==> config.mk <==
export PLATFORM = sky130hd
export DESIGN_NAME = hps_slot_seq
export DESIGN_NICKNAME = d
export VERILOG_FILES = /design/src/rtl/hps_pkg.sv /design/src/rtl/hps_in_sync.sv /design/src/rtl/hps_board_check.sv /design/src/rtl/hps_seq_fsm.sv /design/src/rtl/hps_slot_seq.sv
export SDC_FILE = /design/constraint.sdc
export NUM_CORES = 1
export LEC_CHECK = 0
export ABC_AREA = 1
export CORE_ASPECT_RATIO = 1.1
export CORE_MARGIN = 2
export CORE_UTILIZATION = 55
export CTS_CLUSTER_DIAMETER = 30
export CTS_CLUSTER_SIZE = 25
export DETAILED_ROUTE_END_ITERATION = 6
export PLACE_DENSITY = 0.91
export SETUP_SLACK_MARGIN = 0.15
export SYNTH_ARGS = -nofsm -noshare
export SYNTH_HDL_FRONTEND = slang
export SYNTH_HIERARCHICAL = 1
export SYNTH_SLANG_ARGS = --single-unit
export TNS_END_PERCENT = 5
==> constraint.sdc <==
create_clock -name clk -period 3.95 [get_ports clk]
set_input_delay 0.79 -clock clk [delete_from_list [all_inputs] [get_ports clk]]
set_output_delay 0.79 -clock clk [all_outputs]
set_load 0.03 [all_outputs]
==> src/rtl/hps_pkg.sv <==
package hps_pkg;

   typedef enum logic [2:0] {
      ST_OK           = 3'd0,
      ST_WRONG_FREQ   = 3'd1,
      ST_NO_POWER     = 3'd2,
      ST_POWER_FAIL   = 3'd3,
      ST_GENERAL_FAIL = 3'd4
   } done_code_e;

   typedef enum logic [1:0] {
      CLS_NONE = 2'd0,
      CLS_LOW  = 2'd1,
      CLS_MED  = 2'd2,
      CLS_HIGH = 2'd3
   } pwr_class_e;

   typedef enum logic [2:0] {
      SQ_OFF,
      SQ_PWR_UP,
      SQ_LINK,
      SQ_ON,
      SQ_UNLINK,
      SQ_PWR_DN
   } seq_state_e;

   // presence pair is active low; both high means empty slot
   function automatic pwr_class_e decode_class(input logic [1:0] pd_n);
      case (pd_n)
         2'b11:   return CLS_NONE;
         2'b10:   return CLS_LOW;
         2'b01:   return CLS_MED;
         default: return CLS_HIGH;
      endcase
   endfunction

endpackage

==> src/rtl/hps_in_sync.sv <==
module hps_in_sync #(
   parameter int             W       = 4,
   parameter int             STAGES  = 2,
   parameter logic [W-1:0]   RST_VAL = '0
) (
   input  logic         clk,
   input  logic         rst_n,
   input  logic [W-1:0] d,
   output logic [W-1:0] q
);

   if (W < 1) begin : g_bad_w
      $error("hps_in_sync: W must be at least 1");
   end
   if (STAGES < 0 || STAGES > 4) begin : g_bad_stages
      $error("hps_in_sync: STAGES must be 0..4");
   end

   if (STAGES == 0) begin : g_bypass
      logic unused_clk_rst;
      assign unused_clk_rst = clk ^ rst_n;
      assign q = d;
   end else begin : g_chain
      logic [STAGES-1:0][W-1:0] pipe;
      always_ff @(posedge clk or negedge rst_n) begin
         if (!rst_n) begin
            pipe <= {STAGES{RST_VAL}};
         end else begin
            pipe[0] <= d;
            for (int i = 1; i < STAGES; i++) begin
               pipe[i] <= pipe[i-1];
            end
         end
      end
      assign q = pipe[STAGES-1];
   end

endmodule

==> src/rtl/hps_board_check.sv <==
module hps_board_check
   import hps_pkg::*;
(
   input  logic [1:0]  pd_n,
   input  logic        cap66,
   input  logic        fault,
   input  logic        seg_66,
   input  logic [1:0]  budget,
   output pwr_class_e  cls,
   output done_code_e  verdict
);

   always_comb begin
      cls = decode_class(pd_n);
      // fixed priority: fault, absence, frequency, budget
      if (fault) begin
         verdict = ST_POWER_FAIL;
      end else if (cls == CLS_NONE) begin
         verdict = ST_GENERAL_FAIL;
      end else if (seg_66 && !cap66) begin
         verdict = ST_WRONG_FREQ;
      end else if (cls > budget) begin
         verdict = ST_NO_POWER;
      end else begin
         verdict = ST_OK;
      end
   end

endmodule

==> src/rtl/hps_seq_fsm.sv <==
module hps_seq_fsm
   import hps_pkg::*;
#(
   parameter int WAIT_W = 16
) (
   input  logic              clk,
   input  logic              rst_n,
   input  logic              cmd_valid,
   input  logic              cmd_on,
   input  logic              cmd_attn,
   input  logic [WAIT_W-1:0] step_cycles,
   input  done_code_e        verdict,
   input  pwr_class_e        cls,
   input  logic              fault,
   output logic              pwr_en,
   output logic              link_en,
   output logic              slot_rst_n,
   output logic              busy,
   output logic              on_state,
   output logic              attn,
   output logic              done,
   output done_code_e        status,
   output logic              chg
);

   seq_state_e        st;
   logic [WAIT_W-1:0] cnt;
   pwr_class_e        cls_prev;
   logic              flt_prev;
   logic              idle;
   logic              step_end;

   assign idle     = (st == SQ_OFF) || (st == SQ_ON);
   assign busy     = !idle;
   assign step_end = (cnt == '0);

   assign pwr_en     = (st == SQ_PWR_UP) || (st == SQ_LINK) || (st == SQ_ON) || (st == SQ_UNLINK);
   assign link_en    = (st == SQ_LINK) || (st == SQ_ON);
   assign slot_rst_n = link_en;
   assign on_state   = (st == SQ_ON);

   always_ff @(posedge clk or negedge rst_n) begin
      if (!rst_n) begin
         st       <= SQ_OFF;
         cnt      <= '0;
         attn     <= 1'b0;
         done     <= 1'b0;
         status   <= ST_OK;
         chg      <= 1'b0;
         cls_prev <= CLS_NONE;
         flt_prev <= 1'b0;
      end else begin
         done     <= 1'b0;
         chg      <= idle && !cmd_valid && ((cls != cls_prev) || (fault && !flt_prev));
         cls_prev <= cls;
         flt_prev <= fault;
         if (fault && (st != SQ_OFF)) begin
            // short on a powered slot: drop everything at once
            st  <= SQ_OFF;
            cnt <= '0;
            if (busy) begin
               done   <= 1'b1;
               status <= ST_POWER_FAIL;
            end
         end else begin
            case (st)
               SQ_OFF: begin
                  if (cmd_valid) begin
                     attn <= cmd_attn;
                     if (cmd_on && (verdict == ST_OK)) begin
                        st  <= SQ_PWR_UP;
                        cnt <= step_cycles;
                     end else begin
                        done   <= 1'b1;
                        status <= cmd_on ? verdict : ST_OK;
                     end
                  end
               end
               SQ_ON: begin
                  if (cmd_valid) begin
                     attn <= cmd_attn;
                     if (!cmd_on) begin
                        st  <= SQ_UNLINK;
                        cnt <= step_cycles;
                     end else begin
                        done   <= 1'b1;
                        status <= ST_OK;
                     end
                  end
               end
               SQ_PWR_UP: begin
                  if (step_end) begin
                     st  <= SQ_LINK;
                     cnt <= step_cycles;
                  end else begin
                     cnt <= cnt - 1'b1;
                  end
               end
               SQ_LINK: begin
                  if (step_end) begin
                     st     <= SQ_ON;
                     done   <= 1'b1;
                     status <= ST_OK;
                  end else begin
                     cnt <= cnt - 1'b1;
                  end
               end
               SQ_UNLINK: begin
                  if (step_end) begin
                     st  <= SQ_PWR_DN;
                     cnt <= step_cycles;
                  end else begin
                     cnt <= cnt - 1'b1;
                  end
               end
               SQ_PWR_DN: begin
                  if (step_end) begin
                     st     <= SQ_OFF;
                     done   <= 1'b1;
                     status <= ST_OK;
                  end else begin
                     cnt <= cnt - 1'b1;
                  end
               end
               default: st <= SQ_OFF;
            endcase
         end
      end
   end

   // the link never closes on an unpowered slot
   a_r3_power_before_link: assert property (@(posedge clk) disable iff (!rst_n)
      $rose(link_en) |-> ($past(pwr_en) && pwr_en));

   // power is only dropped after the link opened, unless a fault forced it
   a_r4_unlink_before_power: assert property (@(posedge clk) disable iff (!rst_n)
      ($fell(pwr_en) && !$past(fault)) |-> !$past(link_en));

   // a refused request leaves the slot unpowered
   a_r5_refusal_stays_off: assert property (@(posedge clk) disable iff (!rst_n)
      (done && (status != ST_OK)) |-> !pwr_en);

   // a fault removes power on the following cycle
   a_r7_fault_kills_power: assert property (@(posedge clk) disable iff (!rst_n)
      fault |=> !pwr_en);

   // completion never overlaps a running sequence
   a_r10_done_not_busy: assert property (@(posedge clk) disable iff (!rst_n)
      done |-> !busy);

   // commands given while busy leave the attention indicator alone
   a_r10_busy_ignores_attn: assert property (@(posedge clk) disable iff (!rst_n)
      (busy && cmd_valid) |=> $stable(attn));

   // change notice only arises from an idle cycle
   a_r12_chg_from_idle: assert property (@(posedge clk) disable iff (!rst_n)
      chg |-> !$past(busy));

endmodule

==> src/rtl/hps_slot_seq.sv <==
module hps_slot_seq
   import hps_pkg::*;
#(
   parameter int WAIT_W      = 16,
   parameter int SYNC_STAGES = 2
) (
   input  logic              clk,
   input  logic              rst_n,
   input  logic              cmd_valid,
   input  logic              cmd_on,
   input  logic              cmd_attn,
   input  logic [WAIT_W-1:0] step_cycles,
   input  logic [1:0]        pwr_budget,
   input  logic              seg_66,
   input  logic [1:0]        pres_det_n,
   input  logic              cap66_in,
   input  logic              pwr_fault,
   output logic              slot_pwr_en,
   output logic              bus_link_en,
   output logic              slot_rst_n,
   output logic              attn_led,
   output logic              state_led,
   output logic              busy,
   output logic              done,
   output logic [2:0]        done_status,
   output logic              status_chg,
   output logic              q_slot_on,
   output logic [1:0]        q_pwr_class,
   output logic              q_board_66,
   output logic              q_seg_66
);

   localparam int           SYNC_W   = 4;
   localparam logic [3:0]   SYNC_RST = 4'b1100;   // empty slot, 33 MHz, no fault

   if (WAIT_W < 1 || WAIT_W > 32) begin : g_bad_wait
      $error("hps_slot_seq: WAIT_W must be 1..32");
   end

   logic [SYNC_W-1:0] raw_in;
   logic [SYNC_W-1:0] syn_in;
   logic [1:0]        pd_s;
   logic              cap_s;
   logic              flt_s;
   pwr_class_e        cls;
   done_code_e        verdict;
   done_code_e        status;
   logic              on_state;

   assign raw_in = {pres_det_n, cap66_in, pwr_fault};
   assign pd_s   = syn_in[3:2];
   assign cap_s  = syn_in[1];
   assign flt_s  = syn_in[0];

   hps_in_sync #(
      .W       (SYNC_W),
      .STAGES  (SYNC_STAGES),
      .RST_VAL (SYNC_RST)
   ) u_sync (
      .clk   (clk),
      .rst_n (rst_n),
      .d     (raw_in),
      .q     (syn_in)
   );

   hps_board_check u_check (
      .pd_n    (pd_s),
      .cap66   (cap_s),
      .fault   (flt_s),
      .seg_66  (seg_66),
      .budget  (pwr_budget),
      .cls     (cls),
      .verdict (verdict)
   );

   hps_seq_fsm #(
      .WAIT_W (WAIT_W)
   ) u_fsm (
      .clk         (clk),
      .rst_n       (rst_n),
      .cmd_valid   (cmd_valid),
      .cmd_on      (cmd_on),
      .cmd_attn    (cmd_attn),
      .step_cycles (step_cycles),
      .verdict     (verdict),
      .cls         (cls),
      .fault       (flt_s),
      .pwr_en      (slot_pwr_en),
      .link_en     (bus_link_en),
      .slot_rst_n  (slot_rst_n),
      .busy        (busy),
      .on_state    (on_state),
      .attn        (attn_led),
      .done        (done),
      .status      (status),
      .chg         (status_chg)
   );

   assign done_status = status;
   assign state_led   = on_state;
   assign q_slot_on   = on_state;
   assign q_pwr_class = cls;
   assign q_board_66  = cap_s;
   assign q_seg_66    = seg_66;

endmodule

==> results of run 1 <==
## flip-flops by register name, indices dropped and copies added (netlist names)
name                 cells
u_fsm/st                 3
u_fsm/done               1
u_fsm/attn               1
u_fsm/chg                1
u_fsm/cls_prev           2
u_sync/g_chain.pipe      4
u_fsm/status             3
u_sync/q                 4
u_fsm/cnt               16
u_fsm/flt_prev           1
## cells in the mapped netlist, drive strengths merged
| cell | count |
|---|---|
| nand2 | 151 |
| nand3 | 39 |
| inv | 38 |
| dfrtp | 32 |
| nor2 | 30 |
| buf | 12 |
| o21ai | 10 |
| xnor2 | 5 |
| dfstp | 4 |
| ha | 3 |
| nand3b | 2 |
| nand4 | 2 |
| nor3 | 2 |
| o31ai | 2 |
| xor2 | 2 |
| a21oi | 1 |
| a31oi | 1 |
| clkbuf | 1 |
| mux2 | 1 |
| o21bai | 1 |
| or2 | 1 |
## final cells by class
class | count | share of cell area, %
well taps | 52 | 2.28
flip-flops and latches | 36 | 31.7
clock buffers | 5 | 2.41
multi-input cells | 253 | 41.7
clock inverters | 3 | 1.62
inverters | 38 | 4.99
repair buffers | 44 | 15.3
## metrics by stage
step | instance area [um2] | total power [mW]
floorplan | 2340 | 1.65
global placement | 2740 | 1.90
detailed placement | 2740 | 1.94
CTS | 2860 | 2.29
global route | 2860 | 2.50
finish | 2860 | 2.31
## metal layers
layer	GRT usage, %	part of all wire (%)
met5	0	0
met3	5.27	6.1
met1	29.7	44
met2	37.9	47
met4	12.2	3.0
## final timing paths
path	depth (start not counted)	end	slack [ns]
setup / recovery	17	u_fsm/cnt[7]	1.06
hold / removal	0	u_sync/q[2]	0.36
setup reg to reg	16	u_fsm/cnt[7]	1.41
hold reg to reg	0	u_sync/q[2]	0.36
max in group asynchronous	2	u_sync/g_chain.pipe[3]	2.69
min in group asynchronous	2	u_fsm/status[1]	0.91
## worst register-to-register path: cells and delay by family, from the launching register on
kind | cells | cell delay [ns]
and+or+nand+nor | 13 | 1.50
adders and majority gates | 1 | 0.30
buffers and inverters | 2 | 0.15
DFF | 1 | 0.54
## power by group
group | switching, mW | internal [mW] | total, mW
clock network | 0.142 | 0.190 | 0.332
logic | 0.900 | 0.470 | 1.37
registers | 0.115 | 0.489 | 0.604
total | 1.16 | 1.15 | 2.31
## kinds of logic (layout without fill, tap and decap cells)
logic type               Yosys count  in the layout  share of synthesized area, %
AND/OR/NAND/NOR                  227            227                          42.5
AO/OA/AOI/OAI                     15             15                          3.74
flip-flops                        36             36                          38.7
multiplexers                       1              1                         0.481
adder cells (fa/ha/maj)            3              3                          1.60
XOR/XNOR                           7              7                          2.62
buffers and inverters             51             90                          10.4
==> results_tabular.tex, run 1 <==
\begin{tabular}{lr}
\hline
Metric & Value \\
\hline
\multicolumn{2}{l}{\textbf{Outcome}} \\
Status & finished, final reports clean \\
\multicolumn{2}{l}{\textbf{Synthesis}} \\
Syn Inst Count & 340 \\
Number of warning messages in the yosys log & 6 \\
Synth area leader & dfrtp\_1 \\
Avg Inst Size Synth & 6.89 um2 \\
Unique cell type count in the Yosys netlist & 30 \\
Sequential element share of the synthesized area & 38.7\% \\
Seq cells post-synth & 36 \\
Largest cells by area after synthesis & dfrtp\_1, nand2\_1, nand3\_1, inv\_1, dfstp\_2 \\
Post-Synthesis Cell Area & 0.00234 mm2 \\
Synthesized net count & 371 \\
Area share of the largest cell type after synthesis & 34.2\% \\
\multicolumn{2}{l}{\textbf{Worst setup path}} \\
Gate family responsible for the most delay along the worst path & simple AND/OR/NAND/NOR gates \\
Critical Path RT & 4.18 ns \\
Critical Path Sink Type & flop \\
Most frequent CP cell & nand2\_1 \\
Launch instance of the worst register-to-register path & u\_sync/q[3] \\
Cell with the largest stage delay on the worst path & nor3\_4 \\
Critical path fanouts, max & 16 \\
Kind of critical path & input port to flop \\
Ordered cell list for the critical path & clkdlybuf4s50\_1 > inv\_1 > ha\_1 > nand2\_1 > nand2\_1 > nor2\_1 > nand2\_1 > nand2\_1 > inv\_1 > nand2\_1 > nor2\_1 > nand2\_1 > nand2\_1 > nand3\_2 > nor3\_4 > nand2\_1 > nand2\_1 \\
CP startpoint kind & input port \\
First element of the critical path & pwr\_budget[1] \\
Number of buffers and inverters on the critical path & 3 \\
Max stage delay on crit path & 0.56 ns \\
Arrival time of data at the critical path endpoint & 3.12 ns \\
\multicolumn{2}{l}{\textbf{Drt}} \\
\# DRC & 0 \\
Post-route ant nets & 0 \\
Vias & 2239 \\
Post-detailed-route via-to-cell ratio & 5.19 \\
Wire length per cell & 11.8 um \\
DRC marker count from the first detailed-route iteration & 165 \\
Length of the first detailed-routing pass in iterations & 5 \\
Detailed-route wire length & 5100 um \\
\multicolumn{2}{l}{\textbf{Final layout}} \\
Commonest non-fill, non-tap cell in the layout & nand2\_1 \\
Proportion of layout cells with a drive suffix above 1 & 10.0\% \\
Area of the multi-input gates & 0.00119 mm2 \\
Most used cells in the layout excluding fill and tap cells & nand2\_1, clkdlybuf4s50\_1, inv\_1, nand3\_1, dfrtp\_1 \\
Signed area change from the synthesized netlist to the final layout & 22.1\% \\
Count of filler cells inserted in the layout & 323 \\
Diode count & 0 \\
Nets & 409 \\
Register cell area after layout & 906 um2 \\
Layout Utilization & 71.1\% \\
Filler-free cell count of the finished design & 431 \\
\multicolumn{2}{l}{\textbf{Power and ir drop}} \\
Power density cells & 806 mW/mm2 \\
Max VDD drop & 424 uV \\
Leakage power & 1.51 nW \\
\multicolumn{2}{l}{\textbf{Timing}} \\
Final Worst Setup Slack & 1.06 ns \\
Final Setup Violations & 0 \\
Layout Skew & 0.00619 ns \\
Fin Hold WS & 0.357 ns \\
Peak Freq & 346 MHz \\
Number of max-slew violations in the final report & 0 \\
RSZ-0062 raised after global routing & false \\
Final cycle utilization of the critical path & 73.2\% \\
Final sum of negative setup slack & 0 ns \\
Max transition margin & 57.0\% \\
Transition at the pin with the smallest max-transition slack & 0.642 ns \\
Final hold violation count & 0 \\
Final worst path period need & 2.89 ns \\
\multicolumn{2}{l}{\textbf{Floorplan}} \\
Number of placement rows & 24 \\
Overall die area & 0.00480 mm2 \\
X dimension of the die & 66.2 um \\
I/O pin count & 44 \\
Initial Utilization & 58.2\% \\
Core ar. & 0.00402 mm2 \\
Die Height & 72.4 um \\
\multicolumn{2}{l}{\textbf{Place}} \\
Final HPWL from detailed placement & 3630 um \\
Routability congestion estimate & 0.890 \\
Cell count after placement & 423 \\
Count of buffers inserted at the top-level ports & 43 \\
Worst setup slack after placement & 0.814 ns \\
\multicolumn{2}{l}{\textbf{CTS}} \\
CTS sink count & 36 \\
Clock-pin slew reported for the worst setup and hold paths after clock tree synthesis & 0.08 ns \\
CTS root buf & clkbuf\_8 \\
Post\_cts resized & 0 \\
Clock tree from TritonCTS & yes \\
Depth of the CTS H-tree & 2 \\
Maximum clock path buffer count & 2 \\
Hold-fix buffers, CTS & 0 \\
Number of CTS-inserted buffers & 5 \\
Post-CTS Setup Bufs & 0 \\
Clock latency on the worst-skew pair & 0.29 ns \\
\multicolumn{2}{l}{\textbf{Global route}} \\
Global-route usage over all layers & 23.6\% \\
Global route overflow & 0 \\
Number of global-route vias before repair & 2187 \\
Number of antenna violations at the first check in global routing & 0 \\
First-pass GRT wire length & 8900 um \\
Largest net degree at the start of global routing & 37 \\
\multicolumn{2}{l}{\textbf{Worst hold path}} \\
Class of the most critical hold timing path & flop to flop \\
Worst Min Path Start & u\_sync/g\_chain.pipe[2] \\
\multicolumn{2}{l}{\textbf{Flow run}} \\
Number of maximum-capacitance constraint violations & 0 \\
\hline
\end{tabular}
Note: power is estimated with default switching activity, not from simulation.
==> run 2: changes to the inputs <==
--- a/config.mk
+++ b/config.mk
@@ -8,11 +8,11 @@
 export ABC_AREA = 1
 export CORE_ASPECT_RATIO = 1.1
 export CORE_MARGIN = 2
-export CORE_UTILIZATION = 55
+export CORE_UTILIZATION = 52
 export CTS_CLUSTER_DIAMETER = 30
 export CTS_CLUSTER_SIZE = 25
 export DETAILED_ROUTE_END_ITERATION = 6
-export PLACE_DENSITY = 0.91
+export PLACE_DENSITY = 0.87
 export SETUP_SLACK_MARGIN = 0.15
 export SYNTH_ARGS = -nofsm -noshare
 export SYNTH_HDL_FRONTEND = slang
==> constraint.sdc (replaced) <==
create_clock -name clk -period 2.8 [get_ports clk]
set_input_delay 0.56 -clock clk [delete_from_list [all_inputs] [get_ports clk]]
set_output_delay 0.56 -clock clk [all_outputs]
set_load 0.03 [all_outputs]
==> run 2 against run 1 <==
Non-clock buffer count grew 1; first-iteration DRC count is 14% lower; global-route usage down 1.2 points; critical path depth down 12.
==> results_tabular.tex, run 2 (synthesized netlist as in run 1, its figures left out) <==
\begin{tabular}{lr}
\hline
Metric & Value \\
\hline
\multicolumn{2}{l}{\textbf{Global route}} \\
Global route overflow & 0 \\
Global-route usage over all layers & 22.4\% \\
Number of global-route vias before repair & 2042 \\
Number of antenna violations at the first check in global routing & 0 \\
Largest net degree at the start of global routing & 37 \\
First-pass GRT wire length & 8690 um \\
\multicolumn{2}{l}{\textbf{CTS}} \\
Post-CTS Setup Bufs & 0 \\
Clock tree from TritonCTS & yes \\
Number of CTS-inserted buffers & 5 \\
Maximum clock path buffer count & 2 \\
CTS root buf & clkbuf\_8 \\
Depth of the CTS H-tree & 2 \\
CTS sink count & 36 \\
Post\_cts resized & 0 \\
Clock-pin slew reported for the worst setup and hold paths after clock tree synthesis & 0.08 ns \\
Hold-fix buffers, CTS & 0 \\
Clock latency on the worst-skew pair & 0.29 ns \\
\multicolumn{2}{l}{\textbf{Floorplan}} \\
Number of placement rows & 25 \\
I/O pin count & 44 \\
Die Height & 74.4 um \\
Overall die area & 0.00506 mm2 \\
Initial Utilization & 54.3\% \\
Core ar. & 0.00432 mm2 \\
X dimension of the die & 68.0 um \\
\multicolumn{2}{l}{\textbf{Flow run}} \\
Number of maximum-capacitance constraint violations & 0 \\
\multicolumn{2}{l}{\textbf{Final layout}} \\
Count of filler cells inserted in the layout & 357 \\
Most used cells in the layout excluding fill and tap cells & nand2\_1, clkdlybuf4s50\_1, inv\_1, nand3\_1, dfrtp\_1 \\
Signed area change from the synthesized netlist to the final layout & 22.2\% \\
Commonest non-fill, non-tap cell in the layout & nand2\_1 \\
Proportion of layout cells with a drive suffix above 1 & 10.3\% \\
Nets & 410 \\
Largest Register & u\_fsm/cnt \\
Diode count & 0 \\
Largest register FFs & 16 \\
\multicolumn{2}{l}{\textbf{Timing}} \\
Layout Skew & 0.00345 ns \\
Final Setup Violations & 0 \\
Final sum of negative setup slack & 0 ns \\
Transition at the pin with the smallest max-transition slack & 0.452 ns \\
Final Worst Setup Slack & 0.405 ns \\
Final hold violation count & 0 \\
Max transition margin & 69.9\% \\
Number of max-slew violations in the final report & 0 \\
Peak Freq & 417 MHz \\
Final cycle utilization of the critical path & 85.6\% \\
RSZ-0062 raised after global routing & false \\
Final worst path period need & 2.40 ns \\
\multicolumn{2}{l}{\textbf{Drt}} \\
Length of the first detailed-routing pass in iterations & 4 \\
Vias & 2152 \\
Post-route ant nets & 0 \\
Post-detailed-route via-to-cell ratio & 4.96 \\
Wire length per cell & 11.2 um \\
\# DRC & 0 \\
DRC marker count from the first detailed-route iteration & 142 \\
Detailed-route wire length & 4880 um \\
\multicolumn{2}{l}{\textbf{Worst hold path}} \\
Class of the most critical hold timing path & flop to flop \\
\multicolumn{2}{l}{\textbf{Worst setup path}} \\
Arrival time of data at the critical path endpoint & 1.84 ns \\
Critical Path Sink Type & output port \\
Gate family responsible for the most delay along the worst path & buffers and inverters \\
Max stage delay on crit path & 0.66 ns \\
Number of buffers and inverters on the critical path & 3 \\
Cell with the largest stage delay on the worst path & clkdlybuf4s50\_1 \\
CP startpoint kind & flop \\
Ordered cell list for the critical path & inv\_2 > nand3\_1 > nand2\_2 > inv\_1 > clkdlybuf4s50\_1 \\
Kind of critical path & flop to output port \\
Critical path fanouts, max & 6 \\
Critical Path RT & 2.24 ns \\
\multicolumn{2}{l}{\textbf{Power and ir drop}} \\
Internal power summed over all cells & 1.57 mW \\
Power share of the clock group & 11.9\% \\
Switch share & 50.5\% \\
Proportion of power drawn by combinational gates & 61.3\% \\
Leakage power & 1.52 nW \\
Power density cells & 1110 mW/mm2 \\
Net switching power of the design & 1.60 mW \\
Seq pwr share & 26.8\% \\
Max VDD drop & 532 uV \\
\multicolumn{2}{l}{\textbf{Place}} \\
Worst setup slack after placement & 0.181 ns \\
Count of buffers inserted at the top-level ports & 43 \\
Routability congestion estimate & 0.883 \\
Final HPWL from detailed placement & 3590 um \\
\multicolumn{2}{l}{\textbf{Outcome}} \\
Status & finished, final reports clean \\
\hline
\end{tabular}
[run 2: cell count changes in the layout (fill, tap and decap cells not counted), sizes merged]
cell / change
clkinvlp: +1
inv: -1
buf: +1
clkdlybuf4s50: -1
dlymetal6s2s: +1
clkinv: +1
bufinv: -1
[run 2: area by class of cell]
type / count / area [um2] / area share (%)
clock buffers: 5 / 68.8 / 2.40
flip-flops and latches: 36 / 906 / 31.7
well taps: 54 / 67.6 / 2.36
clock inverters: 3 / 23.8 / 0.831
inverters: 38 / 143 / 4.98
repair buffers: 45 / 460 / 16.1
multi-input cells: 253 / 1190 / 41.7
[run 2: power groups by stage]
stage          combinational, mW  clock [mW]  sequential (mW)
2_1_floorplan               1.44           0            0.891
3_3_place_gp                1.87           0            0.854
3_5_place_dp                1.93           0            0.855
4_1_cts                     1.94       0.386            0.847
5_1_grt                     2.19       0.410            0.877
6_report                    1.94       0.378            0.850
[run 2: path summary, 6_finish.rpt]
check	slack, ns	depth (start not counted)	endpoint	start
min in group asynchronous	0.68	2	u_sync/g_chain.pipe[1]	rst_n
worst max-delay path	0.40	5	busy	u_fsm/st[2]
max in group asynchronous	1.78	2	u_sync/g_chain.pipe[3]	rst_n
worst min register to register	0.35	0	u_sync/q[1]	u_sync/g_chain.pipe[1]
worst min-delay path	0.35	0	u_sync/q[1]	u_sync/g_chain.pipe[1]
worst max register to register	0.57	17	u_fsm/st[2]	u_sync/q[3]
[run 2: stage by stage]
step	hold WS, ns	total power, mW	utilization [%]	std cells	area, um2
6_report	0.351	3.17	66.3	434	2860
5_1_grt	0.368	3.48	66.3	434	2860
4_1_cts	0.353	3.18	66.2	434	2860
3_5_place_dp	0.335	2.79	64.1	426	2770
3_3_place_gp	0.333	2.72	64.1	426	2770
2_1_floorplan	0.264	2.33	-	340	2340
[run 2: worst reg2reg max path, cell delays in order (launching register included)]
cell and delay (ns):
dfstp_2 0.54, inv_1 0.08, ha_1 0.30, nand2_1 0.06, nand2_1 0.06, nor2_1 0.04, nand2_1 0.05, nand2_1 0.05
inv_1 0.07, nand2_1 0.06, nor2_1 0.12, nand2_1 0.06, nand2_1 0.07, nand3_2 0.11, inv_1 0.14, nand2_1 0.15
nand2_1 0.08, o21ai_0 0.08
[run 2: layer usage]
metal / vias to the layer above / routed length [um] / track usage [%]
met2: 50 / 2420 / 38.9
met4: 0 / 51 / 5.56
li1: 1126 / - / -
met1: 972 / 2230 / 28.4
met3: 4 / 176 / 4.69
met5: - / 0 / 0
==> run 3: changes to the inputs <==
--- a/config.mk
+++ b/config.mk
@@ -6,12 +6,13 @@
 export NUM_CORES = 1
 export LEC_CHECK = 0
 export ABC_AREA = 1
-export CORE_ASPECT_RATIO = 1.1
+export CORE_ASPECT_RATIO = 0.6
 export CORE_MARGIN = 2
 export CORE_UTILIZATION = 52
 export CTS_CLUSTER_DIAMETER = 30
 export CTS_CLUSTER_SIZE = 25
 export DETAILED_ROUTE_END_ITERATION = 6
+export GPL_TIMING_DRIVEN = 1
 export PLACE_DENSITY = 0.87
 export SETUP_SLACK_MARGIN = 0.15
 export SYNTH_ARGS = -nofsm -noshare
==> run 3 against run 2 <==
Core utilization grew 2.2 points; setup slack lost 0.10 ns; power grew 4.7%; non-clock buffer count is the same; design area grew 0.83%; sequential power grew 0.5%; first-iteration DRC count grew 63%; maximum frequency shrank 4.2%; critical endpoint is now slot_pwr_en; largest cell class unchanged.
==> results_tabular.tex, run 3 (synthesized netlist as in run 1, its figures left out) <==
\begin{tabular}{lr}
\hline
Metric & Value \\
\hline
\multicolumn{2}{l}{\textbf{Timing}} \\
Number of max-slew violations in the final report & 0 \\
Max transition margin & 66.8\% \\
Peak Freq & 400 MHz \\
Final sum of negative setup slack & 0 ns \\
Final cycle utilization of the critical path & 89.3\% \\
RSZ-0062 raised after global routing & false \\
Final hold violation count & 0 \\
Layout Skew & 0.00955 ns \\
Final worst path period need & 2.50 ns \\
Transition at the pin with the smallest max-transition slack & 0.496 ns \\
Final Setup Violations & 0 \\
Final Worst Setup Slack & 0.300 ns \\
\multicolumn{2}{l}{\textbf{CTS}} \\
Depth of the CTS H-tree & 2 \\
Clock latency on the worst-skew pair & 0.30 ns \\
Maximum clock path buffer count & 2 \\
CTS root buf & clkbuf\_8 \\
Hold-fix buffers, CTS & 0 \\
CTS sink count & 36 \\
Number of CTS-inserted buffers & 5 \\
Post\_cts resized & 0 \\
Post-CTS Setup Bufs & 0 \\
Clock tree from TritonCTS & yes \\
Clock-pin slew reported for the worst setup and hold paths after clock tree synthesis & 0.08 ns \\
\multicolumn{2}{l}{\textbf{Drt}} \\
Detailed-route wire length & 5510 um \\
Vias & 2265 \\
DRC marker count from the first detailed-route iteration & 232 \\
Post-route ant nets & 0 \\
Post-detailed-route via-to-cell ratio & 5.15 \\
Length of the first detailed-routing pass in iterations & 5 \\
Wire length per cell & 12.5 um \\
\# DRC & 0 \\
\multicolumn{2}{l}{\textbf{Worst setup path}} \\
CP startpoint kind & flop \\
Critical Path RT & 2.24 ns \\
Critical path fanouts, max & 6 \\
First element of the critical path & u\_fsm/st[1] \\
Critical Path Sink Type & output port \\
Worst-case reg-to-reg path depth & 17 \\
Internal reg-to-reg setup slack & 0.57 ns \\
Kind of critical path & flop to output port \\
Reg-to-reg critical path endpoint & u\_fsm/cnt[3] \\
Arrival time of data at the critical path endpoint & 1.94 ns \\
Launch instance of the worst register-to-register path & u\_sync/q[3] \\
\multicolumn{2}{l}{\textbf{Final layout}} \\
Signed area change from the synthesized netlist to the final layout & 23.2\% \\
Filler-free cell count of the finished design & 440 \\
Diode count & 0 \\
Proportion of layout cells with a drive suffix above 1 & 10.3\% \\
Largest Register & u\_fsm/cnt \\
Total non-filler cell area in the finished layout & 0.00289 mm2 \\
Most used cells in the layout excluding fill and tap cells & nand2\_1, clkdlybuf4s50\_1, inv\_1, nand3\_1, dfrtp\_1 \\
Largest register FFs & 16 \\
Commonest non-fill, non-tap cell in the layout & nand2\_1 \\
Nets & 410 \\
\multicolumn{2}{l}{\textbf{Worst hold path}} \\
Class of the most critical hold timing path & flop to flop \\
Sink of the worst hold path & u\_sync/q[1] \\
Number of stages on the worst hold path & 0 \\
Worst Min Path Start & u\_sync/g\_chain.pipe[1] \\
\multicolumn{2}{l}{\textbf{Power and ir drop}} \\
Power share of the clock group & 14.0\% \\
Net switching power of the design & 1.66 mW \\
Proportion of power drawn by combinational gates & 60.3\% \\
Switch share & 50.1\% \\
Internal power summed over all cells & 1.66 mW \\
Seq pwr share & 25.7\% \\
Leakage power & 1.52 nW \\
Power density cells & 1150 mW/mm2 \\
Max VDD drop & 491 uV \\
\multicolumn{2}{l}{\textbf{Global route}} \\
Largest net degree at the start of global routing & 37 \\
Number of antenna violations at the first check in global routing & 0 \\
Number of global-route vias before repair & 1971 \\
First-pass GRT wire length & 9140 um \\
Global route overflow & 0 \\
Global-route usage over all layers & 22.9\% \\
\multicolumn{2}{l}{\textbf{Place}} \\
Worst setup slack after placement & 0.149 ns \\
Count of buffers inserted at the top-level ports & 43 \\
Routability congestion estimate & 0.907 \\
Dpl cell area & 0.00277 mm2 \\
Cell count after placement & 432 \\
Final HPWL from detailed placement & 4100 um \\
\multicolumn{2}{l}{\textbf{Floorplan}} \\
Overall die area & 0.00507 mm2 \\
Initial Utilization & 55.6\% \\
Die Height & 56.0 um \\
X dimension of the die & 90.6 um \\
I/O pin count & 44 \\
Core ar. & 0.00421 mm2 \\
Number of placement rows & 18 \\
\multicolumn{2}{l}{\textbf{Flow run}} \\
Number of maximum-capacitance constraint violations & 0 \\
\multicolumn{2}{l}{\textbf{Outcome}} \\
Status & finished, final reports clean \\
\hline
\end{tabular}
## run 3: worst max-delay path by stage
stage | slack, ns | endpoint
2_1_floorplan | 0.50 | u_fsm/cnt[12]
3_3_place_gp | 0.25 | u_fsm/cnt[10]
3_5_place_dp | 0.15 | u_fsm/cnt[3]
4_1_cts | 0.30 | slot_pwr_en
5_1_grt | 0.19 | slot_pwr_en
6_report | 0.30 | slot_pwr_en
## run 3: area by class of cell
| class | instances | area (um2) |
|---|---|---|
| Fill cell | 331 | 1330 |
| Multi-Input combinational cell | 253 | 1190 |
| Sequential cell | 36 | 906 |
| Inverter | 38 | 143 |
| Clock buffer | 5 | 68.8 |
| Timing Repair Buffer | 45 | 458 |
| Tap cell | 60 | 75.1 |
| Clock inverter | 3 | 42.5 |
## run 3: per-layer routing
| metal | global-route usage (%) | share of wire, % | up-vias |
|---|---|---|---|
| met5 | 0 | 0 | - |
| met4 | 9.23 | 2.2 | 0 |
| met3 | 5.01 | 9.3 | 14 |
| met2 | 32.9 | 42 | 109 |
| met1 | 33.4 | 47 | 1018 |
| li1 | - | - | 1124 |
## run 3: through the flow
| step | util (%) | hold WS, ns | total power [mW] |
|---|---|---|---|
| after floorplan | - | 0.264 | 2.33 |
| after detailed placement | 65.9 | 0.342 | 2.83 |
| after global placement | 65.9 | 0.332 | 2.75 |
| after global routing | 68.5 | 0.361 | 3.58 |
| final | 68.5 | 0.355 | 3.32 |
| after CTS | 68.5 | 0.358 | 3.29 |
## run 3: power by group through the flow
| stage | combinational [mW] | sequential [mW] | clock [mW] |
|---|---|---|---|
| after floorplan | 1.44 | 0.891 | 0 |
| after global placement | 1.90 | 0.850 | 0 |
| final | 2.00 | 0.854 | 0.464 |
| after CTS | 1.98 | 0.850 | 0.467 |
| after detailed placement | 1.97 | 0.859 | 0 |
| after global routing | 2.23 | 0.872 | 0.488 |
## run 3: worst max-delay path, stage by stage, from the launching register on
cell,delay [ns]
dfrtp_1,0.45
nor2_1,0.17
nand2_1,0.09
nand2_1,0.14
inv_1,0.08
nand2_1,0.06
clkdlybuf4s50_1,0.66
